<file path="src/rtl/rx_trk_pkg.sv">
package rx_trk_pkg;

    localparam logic [2:0] CODE_OVERRUN  = 3'b000;
    localparam logic [2:0] CODE_OVERSIZE = 3'b001;
    localparam logic [2:0] CODE_DRIBBLE  = 3'b010;
    localparam logic [2:0] CODE_RUNT     = 3'b011;
    localparam logic [2:0] CODE_ALIGN    = 3'b100;
    localparam logic [2:0] CODE_CRC      = 3'b101;
    localparam logic [2:0] CODE_NONE     = 3'b000;

    typedef enum logic [1:0] {W_IDLE, W_RECV, W_CLIP} wr_state_e;
    typedef enum logic {O_FLOW, O_HALT} occ_state_e;
    typedef enum logic {H_RUN, H_FAULT} host_state_e;

    // {error, code} for a frame that ended normally
    function automatic logic [3:0] kind_to_class(input logic [2:0] kind);
        logic [3:0] r;
        unique case (kind)
            3'd1:    r = {1'b0, CODE_DRIBBLE};
            3'd2:    r = {1'b1, CODE_RUNT};
            3'd3:    r = {1'b1, CODE_ALIGN};
            3'd4:    r = {1'b1, CODE_CRC};
            default: r = {1'b0, CODE_NONE};
        endcase
        return r;
    endfunction

endpackage

</file>
<file path="src/rtl/rx_write_fsm.sv">
module rx_write_fsm
    import rx_trk_pkg::*;
#(
    parameter int LEN_W   = 11,
    parameter int MAX_LEN = 1514
) (
    input  logic       clk,
    input  logic       rst_n,
    input  logic       clr,
    input  logic       mac_start,
    input  logic       mac_byte,
    input  logic       mac_end,
    input  logic [2:0] mac_kind,
    input  logic       q_full,
    input  logic       byte_halt,
    output logic       alloc,
    output logic       store,
    output logic       fin,
    output logic       fin_err,
    output logic [2:0] fin_code,
    output logic       receiving
);

    wr_state_e        state_q, state_d;
    logic [LEN_W-1:0] len_q, len_d;
    logic             over_q, over_d;
    logic [3:0]       cls;

    always_ff @(posedge clk or negedge rst_n) begin
        if (!rst_n) begin
            state_q <= W_IDLE;
            len_q   <= '0;
            over_q  <= 1'b0;
        end else if (clr) begin
            state_q <= W_IDLE;
            len_q   <= '0;
            over_q  <= 1'b0;
        end else begin
            state_q <= state_d;
            len_q   <= len_d;
            over_q  <= over_d;
        end
    end

    assign cls = kind_to_class(mac_kind);

    always_comb begin
        state_d  = state_q;
        len_d    = len_q;
        over_d   = over_q;
        alloc    = 1'b0;
        store    = 1'b0;
        fin      = 1'b0;
        fin_err  = 1'b0;
        fin_code = CODE_NONE;
        unique case (state_q)
            W_IDLE: begin
                if (mac_start && !q_full && !byte_halt) begin
                    alloc   = 1'b1;
                    len_d   = '0;
                    over_d  = 1'b0;
                    state_d = W_RECV;
                end
            end
            W_RECV: begin
                if (mac_byte) begin
                    if (byte_halt) begin
                        state_d = W_CLIP;
                    end else if (len_q == LEN_W'(MAX_LEN)) begin
                        over_d = 1'b1;
                    end else begin
                        store = 1'b1;
                        len_d = len_q + 1'b1;
                    end
                end else if (mac_end) begin
                    fin     = 1'b1;
                    state_d = W_IDLE;
                    if (over_q) begin
                        fin_err  = 1'b1;
                        fin_code = CODE_OVERSIZE;
                    end else begin
                        fin_err  = cls[3];
                        fin_code = cls[2:0];
                    end
                end
            end
            W_CLIP: begin
                if (mac_end) begin
                    fin      = 1'b1;
                    fin_err  = 1'b1;
                    fin_code = CODE_OVERRUN;
                    state_d  = W_IDLE;
                end
            end
            default: state_d = W_IDLE;
        endcase
    end

    assign receiving = (state_q != W_IDLE);

endmodule

</file>
<file path="src/rtl/rx_desc_queue.sv">
module rx_desc_queue #(
    parameter int DEPTH = 8,
    parameter int LEN_W = 11,
    parameter int CNT_W = 4
) (
    input  logic             clk,
    input  logic             rst_n,
    input  logic             clr,
    input  logic             alloc,
    input  logic             store,
    input  logic             fin,
    input  logic             fin_err,
    input  logic [2:0]       fin_code,
    input  logic             rd_inc,
    input  logic             pop,
    output logic [CNT_W-1:0] count,
    output logic [LEN_W-1:0] head_len,
    output logic [LEN_W-1:0] head_rd,
    output logic             head_done,
    output logic             head_err,
    output logic [2:0]       head_code
);

    localparam int PTR_W = (DEPTH > 1) ? $clog2(DEPTH) : 1;

    logic [PTR_W-1:0] head_q, tail_q, cur_q;
    logic [LEN_W-1:0] len_m  [DEPTH];
    logic [LEN_W-1:0] rd_m   [DEPTH];
    logic [2:0]       code_m [DEPTH];
    logic [DEPTH-1:0] done_m, err_m;

    function automatic logic [PTR_W-1:0] bump(input logic [PTR_W-1:0] p);
        return (p == PTR_W'(DEPTH - 1)) ? '0 : p + 1'b1;
    endfunction

    always_ff @(posedge clk or negedge rst_n) begin
        if (!rst_n) begin
            head_q <= '0;
            tail_q <= '0;
            cur_q  <= '0;
            count  <= '0;
        end else if (clr) begin
            head_q <= '0;
            tail_q <= '0;
            cur_q  <= '0;
            count  <= '0;
        end else begin
            if (alloc) begin
                cur_q  <= tail_q;
                tail_q <= bump(tail_q);
            end
            if (pop) head_q <= bump(head_q);
            count <= count + CNT_W'(alloc) - CNT_W'(pop);
        end
    end

    // descriptor storage: every field is initialised on allocation
    always_ff @(posedge clk) begin
        if (alloc) begin
            len_m[tail_q]  <= '0;
            rd_m[tail_q]   <= '0;
            code_m[tail_q] <= '0;
            done_m[tail_q] <= 1'b0;
            err_m[tail_q]  <= 1'b0;
        end
        if (store) len_m[cur_q] <= len_m[cur_q] + 1'b1;
        if (fin) begin
            done_m[cur_q] <= 1'b1;
            err_m[cur_q]  <= fin_err;
            code_m[cur_q] <= fin_code;
        end
        if (rd_inc) rd_m[head_q] <= rd_m[head_q] + 1'b1;
    end

    assign head_len  = len_m[head_q];
    assign head_rd   = rd_m[head_q];
    assign head_done = done_m[head_q];
    assign head_err  = err_m[head_q];
    assign head_code = code_m[head_q];

endmodule

</file>
<file path="src/rtl/rx_byte_occ.sv">
module rx_byte_occ
    import rx_trk_pkg::*;
#(
    parameter int FIFO_BYTES = 2048,
    parameter int RELEASE    = 4,
    parameter int LEN_W      = 11,
    parameter int OCC_W      = 12
) (
    input  logic             clk,
    input  logic             rst_n,
    input  logic             clr,
    input  logic             inc,
    input  logic             dec_one,
    input  logic             dec_pkt,
    input  logic [LEN_W-1:0] pkt_bytes,
    output logic [OCC_W-1:0] occ,
    output logic             halt
);

    occ_state_e       state_q, state_d;
    logic [OCC_W-1:0] occ_d;

    always_comb begin
        occ_d = occ + OCC_W'(inc) - OCC_W'(dec_one)
                - (dec_pkt ? OCC_W'(pkt_bytes) : '0);
    end

    always_ff @(posedge clk or negedge rst_n) begin
        if (!rst_n) begin
            state_q <= O_FLOW;
            occ     <= '0;
        end else if (clr) begin
            state_q <= O_FLOW;
            occ     <= '0;
        end else begin
            state_q <= state_d;
            occ     <= occ_d;
        end
    end

    always_comb begin
        state_d = state_q;
        unique case (state_q)
            O_FLOW: if (occ_d == OCC_W'(FIFO_BYTES)) state_d = O_HALT;
            O_HALT: if (occ_d <= OCC_W'(FIFO_BYTES - RELEASE)) state_d = O_FLOW;
            default: state_d = O_FLOW;
        endcase
    end

    assign halt = (state_q == O_HALT);

endmodule

</file>
<file path="src/rtl/rx_host_port.sv">
module rx_host_port
    import rx_trk_pkg::*;
#(
    parameter int LEN_W = 11
) (
    input  logic             clk,
    input  logic             rst_n,
    input  logic             clr,
    input  logic             host_rd,
    input  logic             host_discard,
    input  logic             q_empty,
    input  logic             head_done,
    input  logic [LEN_W-1:0] head_len,
    input  logic [LEN_W-1:0] head_rd,
    output logic             rd_ok,
    output logic             pop,
    output logic [LEN_W-1:0] pop_bytes,
    output logic             fault
);

    host_state_e state_q, state_d;
    logic        want_rd, avail, bad_rd;

    always_ff @(posedge clk or negedge rst_n) begin
        if (!rst_n)   state_q <= H_RUN;
        else if (clr) state_q <= H_RUN;
        else          state_q <= state_d;
    end

    always_comb begin
        want_rd   = host_rd && !host_discard;
        avail     = !q_empty && (head_rd != head_len);
        rd_ok     = want_rd && avail;
        bad_rd    = want_rd && !avail;
        pop       = host_discard && !q_empty && head_done;
        pop_bytes = head_len - head_rd;
        state_d   = state_q;
        unique case (state_q)
            H_RUN:   if (bad_rd) state_d = H_FAULT;
            H_FAULT: state_d = H_FAULT;
            default: state_d = H_RUN;
        endcase
    end

    assign fault = (state_q == H_FAULT);

endmodule

</file>
<file path="src/rtl/rx_pkt_tracker.sv">
module rx_pkt_tracker
    import rx_trk_pkg::*;
#(
    parameter int DEPTH      = 8,
    parameter int FIFO_BYTES = 2048,
    parameter int MAX_LEN    = 1514,
    parameter int RELEASE    = 4
) (
    input  logic        clk,
    input  logic        rst_n,
    input  logic        rx_reset,
    input  logic        mac_start,
    input  logic        mac_byte,
    input  logic        mac_end,
    input  logic [2:0]  mac_kind,
    input  logic        host_rd,
    input  logic        host_discard,
    output logic [15:0] rx_status,
    output logic        rx_complete,
    output logic        flag_receiving,
    output logic        flag_stat_ovr,
    output logic        flag_byte_ovr,
    output logic        flag_underrun,
    output logic        adapter_fail
);

    localparam int LEN_W = 11;
    localparam int CNT_W = $clog2(DEPTH + 1);
    localparam int OCC_W = $clog2(FIFO_BYTES + 1);

    logic             alloc, store, fin, fin_err;
    logic [2:0]       fin_code;
    logic             rd_ok, pop, fault, halt;
    logic [CNT_W-1:0] q_count;
    logic [OCC_W-1:0] occ;
    logic [LEN_W-1:0] head_len, head_rd, pop_bytes;
    logic             head_done, head_err, q_empty, q_full;
    logic [2:0]       head_code;
    logic             head_vis, vis_d, pop_d;

    assign q_empty = (q_count == '0);
    assign q_full  = (q_count == CNT_W'(DEPTH));

    rx_write_fsm #(.LEN_W(LEN_W), .MAX_LEN(MAX_LEN)) u_wr (
        .clk(clk), .rst_n(rst_n), .clr(rx_reset),
        .mac_start(mac_start), .mac_byte(mac_byte), .mac_end(mac_end),
        .mac_kind(mac_kind), .q_full(q_full), .byte_halt(halt),
        .alloc(alloc), .store(store), .fin(fin), .fin_err(fin_err),
        .fin_code(fin_code), .receiving(flag_receiving)
    );

    rx_desc_queue #(.DEPTH(DEPTH), .LEN_W(LEN_W), .CNT_W(CNT_W)) u_q (
        .clk(clk), .rst_n(rst_n), .clr(rx_reset),
        .alloc(alloc), .store(store), .fin(fin), .fin_err(fin_err),
        .fin_code(fin_code), .rd_inc(rd_ok), .pop(pop), .count(q_count),
        .head_len(head_len), .head_rd(head_rd), .head_done(head_done),
        .head_err(head_err), .head_code(head_code)
    );

    rx_byte_occ #(.FIFO_BYTES(FIFO_BYTES), .RELEASE(RELEASE),
                  .LEN_W(LEN_W), .OCC_W(OCC_W)) u_occ (
        .clk(clk), .rst_n(rst_n), .clr(rx_reset),
        .inc(store), .dec_one(rd_ok), .dec_pkt(pop), .pkt_bytes(pop_bytes),
        .occ(occ), .halt(halt)
    );

    rx_host_port #(.LEN_W(LEN_W)) u_host (
        .clk(clk), .rst_n(rst_n), .clr(rx_reset),
        .host_rd(host_rd), .host_discard(host_discard), .q_empty(q_empty),
        .head_done(head_done), .head_len(head_len), .head_rd(head_rd),
        .rd_ok(rd_ok), .pop(pop), .pop_bytes(pop_bytes), .fault(fault)
    );

    // head visibility history drives the completion pulse
    assign head_vis = !q_empty && head_done;

    always_ff @(posedge clk or negedge rst_n) begin
        if (!rst_n) begin
            vis_d <= 1'b0;
            pop_d <= 1'b0;
        end else if (rx_reset) begin
            vis_d <= 1'b0;
            pop_d <= 1'b0;
        end else begin
            vis_d <= head_vis;
            pop_d <= pop;
        end
    end

    always_comb begin
        if (q_empty)         rx_status = 16'h8000;
        else if (!head_done) rx_status = {1'b1, 1'b0, 3'b000, head_len};
        else                 rx_status = {1'b0, head_err, head_code, head_len};
    end

    assign rx_complete   = head_vis && (!vis_d || pop_d);
    assign flag_stat_ovr = q_full;
    assign flag_byte_ovr = halt;
    assign flag_underrun = fault;
    assign adapter_fail  = fault;

endmodule

</file>
<file path="config.mk">
export PLATFORM = sky130hd
export DESIGN_NAME = rx_pkt_tracker
export DESIGN_NICKNAME = d
export VERILOG_FILES = /design/src/rtl/rx_trk_pkg.sv /design/src/rtl/rx_write_fsm.sv /design/src/rtl/rx_desc_queue.sv /design/src/rtl/rx_byte_occ.sv /design/src/rtl/rx_host_port.sv /design/src/rtl/rx_pkt_tracker.sv
export SDC_FILE = /design/constraint.sdc
export NUM_CORES = 1
export LEC_CHECK = 0
export ABC_AREA = 1
export BUFFER_PORTS_ARGS = -buffer_cell sky130_fd_sc_hd__buf_2
export CAP_MARGIN = 5
export CELL_PAD_IN_SITES_DETAIL_PLACEMENT = 2
export CELL_PAD_IN_SITES_GLOBAL_PLACEMENT = 2
export CORE_ASPECT_RATIO = 0.8
export CORE_MARGIN = 2
export CORE_UTILIZATION = 42
export CTS_CLUSTER_SIZE = 24
export DETAILED_ROUTE_END_ITERATION = 10
export GPL_TIMING_DRIVEN = 0
export PLACE_DENSITY = 0.91
export SYNTH_ARGS = -nofsm -noshare
export SYNTH_HDL_FRONTEND = slang
export SYNTH_HIERARCHICAL = 1
export SYNTH_SLANG_ARGS = --single-unit
</file>
<file path="constraint.sdc">
create_clock -name clk -period 10 [get_ports clk]
set_input_delay 2 -clock clk [delete_from_list [all_inputs] [get_ports clk]]
set_output_delay 2 -clock clk [all_outputs]
set_load 0.05 [all_outputs]
</file>
==> summary.md <==
| Metric | Value |
|---|---|
| Number of max-cap violations | 0 |
| Outcome | finished clean |
| Final instance area | around 17,000 um^2 |
| Post-route minimum period | approximately 8600 ps |
| Post-route ant nets | 0 |
| DR WL/cell | roughly 30 um |
| GPL Wtd Cong | 0.8604 |
| Chip width | 219.2 um |
| Critical Path Start Type | register |
| Clock share of power | between 20% and 30% |
| Area Growth Syn to Fin | 10.80% |
| DR iter-0 viols | 1,565 |
| TritonCTS buffer count | 30 |
| Mean Syn Cell Area | 8.108 um^2 |
| Pwr dens | 295.2 nW/um^2 |
| Most numerous cell on the critical path | nand2_1 |
| DP Wirelength | 48.44 mm |
| Largest net degree at the start of global routing | 44 |
| GR Overflow Total | 0 |
| P_sw | 2.531 mW |
| Met2 Wirelength | ~35 mm |
| Number of remaining DRC errors | 0 |
| Worst Tran Pin Value | 1202 ps |
| Clk buf depth | 3 |
| Wl on met1 | 28.93 mm |
| Setup CP Type | reg -> reg |
| Sequential power share | 26.3% |
| Fmax achieved | between 100 and 150 MHz |
| DR top layer | met5 |
| Hold-fix buffers at CTS | 0 |
| CTS tree | yes |
| Nature of the critical path endpoint | register |
| Final setup vio count | 0 |
| Fillers | ~4,100 |
| Clk slew on worst S/H paths | 70 ps |
| Clock sink count | 259 |
| Total GRT Usage | 39.73% |
| Setup ws final | approximately 1400 ps |
| Fin. max-slew vios | 0 |
| Layout cells sized above 1 | 12.21% |
| Most common cell after layout, fill and taps aside | nand2_1 |
| Initial antenna violation count | 2 |
| Layout Skew | 40.84 ps |
| Hold Crit Class | reg -> reg |
| RSZ-0062 raised after global routing | false |
| Post-Syn Instances | between 1,500 and 2,000 |
| Number of nets in the layout | 2,053 |
| Max VDD drop | 0.0001726 V |
| Yosys warns | 6 |
| Clock Tree Root | clkbuf_16 |
| Total core area | 36,810 um^2 |
| Synth Flop Type | edfxtp_1 |
| Non-filler cells in the finished layout | 2,494 |
| Vias in the first global route | 17,250 |
| Most frequent cells in the layout | nand2_1 (502), nor2_1 (338), inv_1 (242) |
| Setup bufs post-CTS | 0 |
| Final period util | 85.99% |
| Max incr delay on CP | 890 ps |
| Post-placement cell count | roughly 2,400 |
| Mapped Area | approximately 16,000 um^2 |
| Reg area | 7402 um^2 |
| IO buf count | 32 |
| CTS H-Tree Depth | 1 |
| Sw frac | 49.73% |
| Logic pwr share | between 50% and 60% |
| Std cell rows | 63 |
| Met3 wire length | 6.651 mm |
| Mapped Nets | 1,989 |
| Vias per inst | 6.158 |
| Post-CTS sizing | 0 |
| Post-synth ARST share | 16.60% |
| Multi-input logic area | 6704 um^2 |
| Initial Util | 42.27% |
| Skew-Pair Late Insertion Delay | 600 ps |
| ANT cells | 0 |
| Via count | 15,357 |
| Final TNS setup | 0 ps |
| Post-synth EDFFs | 200 |
| Placed cell area | 16,330 um^2 |
| Relative slew slack | 19.86% |
| Slowest-stage cell, CP | nor3_1 |
| DRT Pass-1 Iters | 5 |
| CP Max Fanout | 10 |
| Drt total wl | ~76 mm |
| Final Hold Viols | 0 |
| Die area | 38,610 um^2 |
| Tot Pwr | 5.089 mW |
| #FFs+latches synth | about 260 |
| Leak | 7.749 nW |
| CP arrival | 9090 ps |
| First-pass GRT wire length | 112.9 mm |
| Hold Slack | approximately 470 ps |
| Final design utilization | between 40 and 50% |
| Post-synthesis sequential area ratio | between 40 and 50% |
| Distinct cells, synth | 51 |
| P_int | between 2 and 3 mW |
| Die Height | 176.2 um |
| CP required | 10,490 ps |
| Dpl ws | 2427 ps |
| I/O pin total | 33 |
[power by group through the flow]
stage / combinational (mW) / clock [mW] / sequential, mW
final: 2.65 / 1.10 / 1.34
after global routing: 2.81 / 1.14 / 1.34
after CTS: 2.59 / 1.11 / 1.33
after detailed placement: 2.43 / 0 / 1.35
after global placement: 2.25 / 0 / 1.33
after floorplan: 1.66 / 0 / 1.33
[state kept, by name (all words and copies together) (netlist names)]
register / cells
u_wr/state_q: 2
u_q/done_m: 8
u_occ/occ: 12
u_q/cur_q: 3
u_q/head_q: 3
u_wr/over_q: 1
pop_d: 1
u_occ/halt: 1
u_wr/len_q: 11
u_q/rd_m: 88
vis_d: 1
u_q/code_m: 24
u_q/count: 4
u_q/err_m: 8
u_q/len_m: 88
u_host/fault: 1
u_q/tail_q: 3
[routing by layer]
layer	up-vias	global-route usage (%)
met4	4	25.06
met3	395	8.407
li1	6278	-
met1	7713	47.96
met2	967	64.78
met5	-	1.154
[Yosys cell counts, types with 13 or more instances]
cell       count  area share [%]
nor2_1       338             8.2
edfxtp_1     200              39
o21a_1        19            0.92
a21oi_1       29            0.93
nand4_1       13            0.52
buf_2         23            0.74
dfrtp_1       43             6.9
clkbuf_1      21            0.51
dfxtp_1       16             2.1
o2111ai_1     17            0.96
ha_1          54             4.3
o211ai_1      29             1.4
buf_4         19            0.92
inv_1        242             5.8
nand2_1      502              12
nand3_1       70             2.3
or2_2         17            0.68
nand2_2       27             1.1
nor2_2        30             1.2
o21ai_0       91             2.9
[cells by family after synthesis]
family                   synth area share, %
XOR/XNOR                               1.520
AND/OR/NAND/NOR                        27.94
flip-flops                             47.57
adder cells (fa/ha/maj)                4.986
buffers and inverters                  9.344
AO/OA/AOI/OAI                          8.644
[worst paths after layout]
kind / startpoint / end / slack (ps) / depth (start not counted)
min reg2reg: u_q/done_m[4] / u_q/done_m[4] / 470 / 2
min in group asynchronous: rst_n / u_wr/len_q[0] / 1670 / 1
max reg2reg: u_q/head_q[0] / u_occ/halt / 1400 / 32
min: u_q/done_m[4] / u_q/done_m[4] / 470 / 2
max in group asynchronous: rst_n / pop_d / 7590 / 1
max: u_q/head_q[0] / u_occ/halt / 1400 / 32
[critical path: cells and delay by family (launching register included)]
kind | cells | cell delay (ps)
buffers and inverters | 9 | 2580
AO/OA/AOI/OAI | 2 | 730
flip-flops | 1 | 400
AND/OR/NAND/NOR | 16 | 2560
adder cells (fa/ha/maj) | 5 | 2200
[cell type report]
cell class | count | share of cell area [%]
Clock inverter | 14 | 0.5443
Timing Repair Buffer | 32 | 0.9290
Clock buffer | 42 | 4.739
Sequential cell | 259 | 42.93
Tap cell | 487 | 3.534
Multi-Input combinational cell | 1328 | 38.89
Buffer | 77 | 2.867
Inverter | 255 | 5.566
Note: power is estimated with default switching activity, not from simulation.
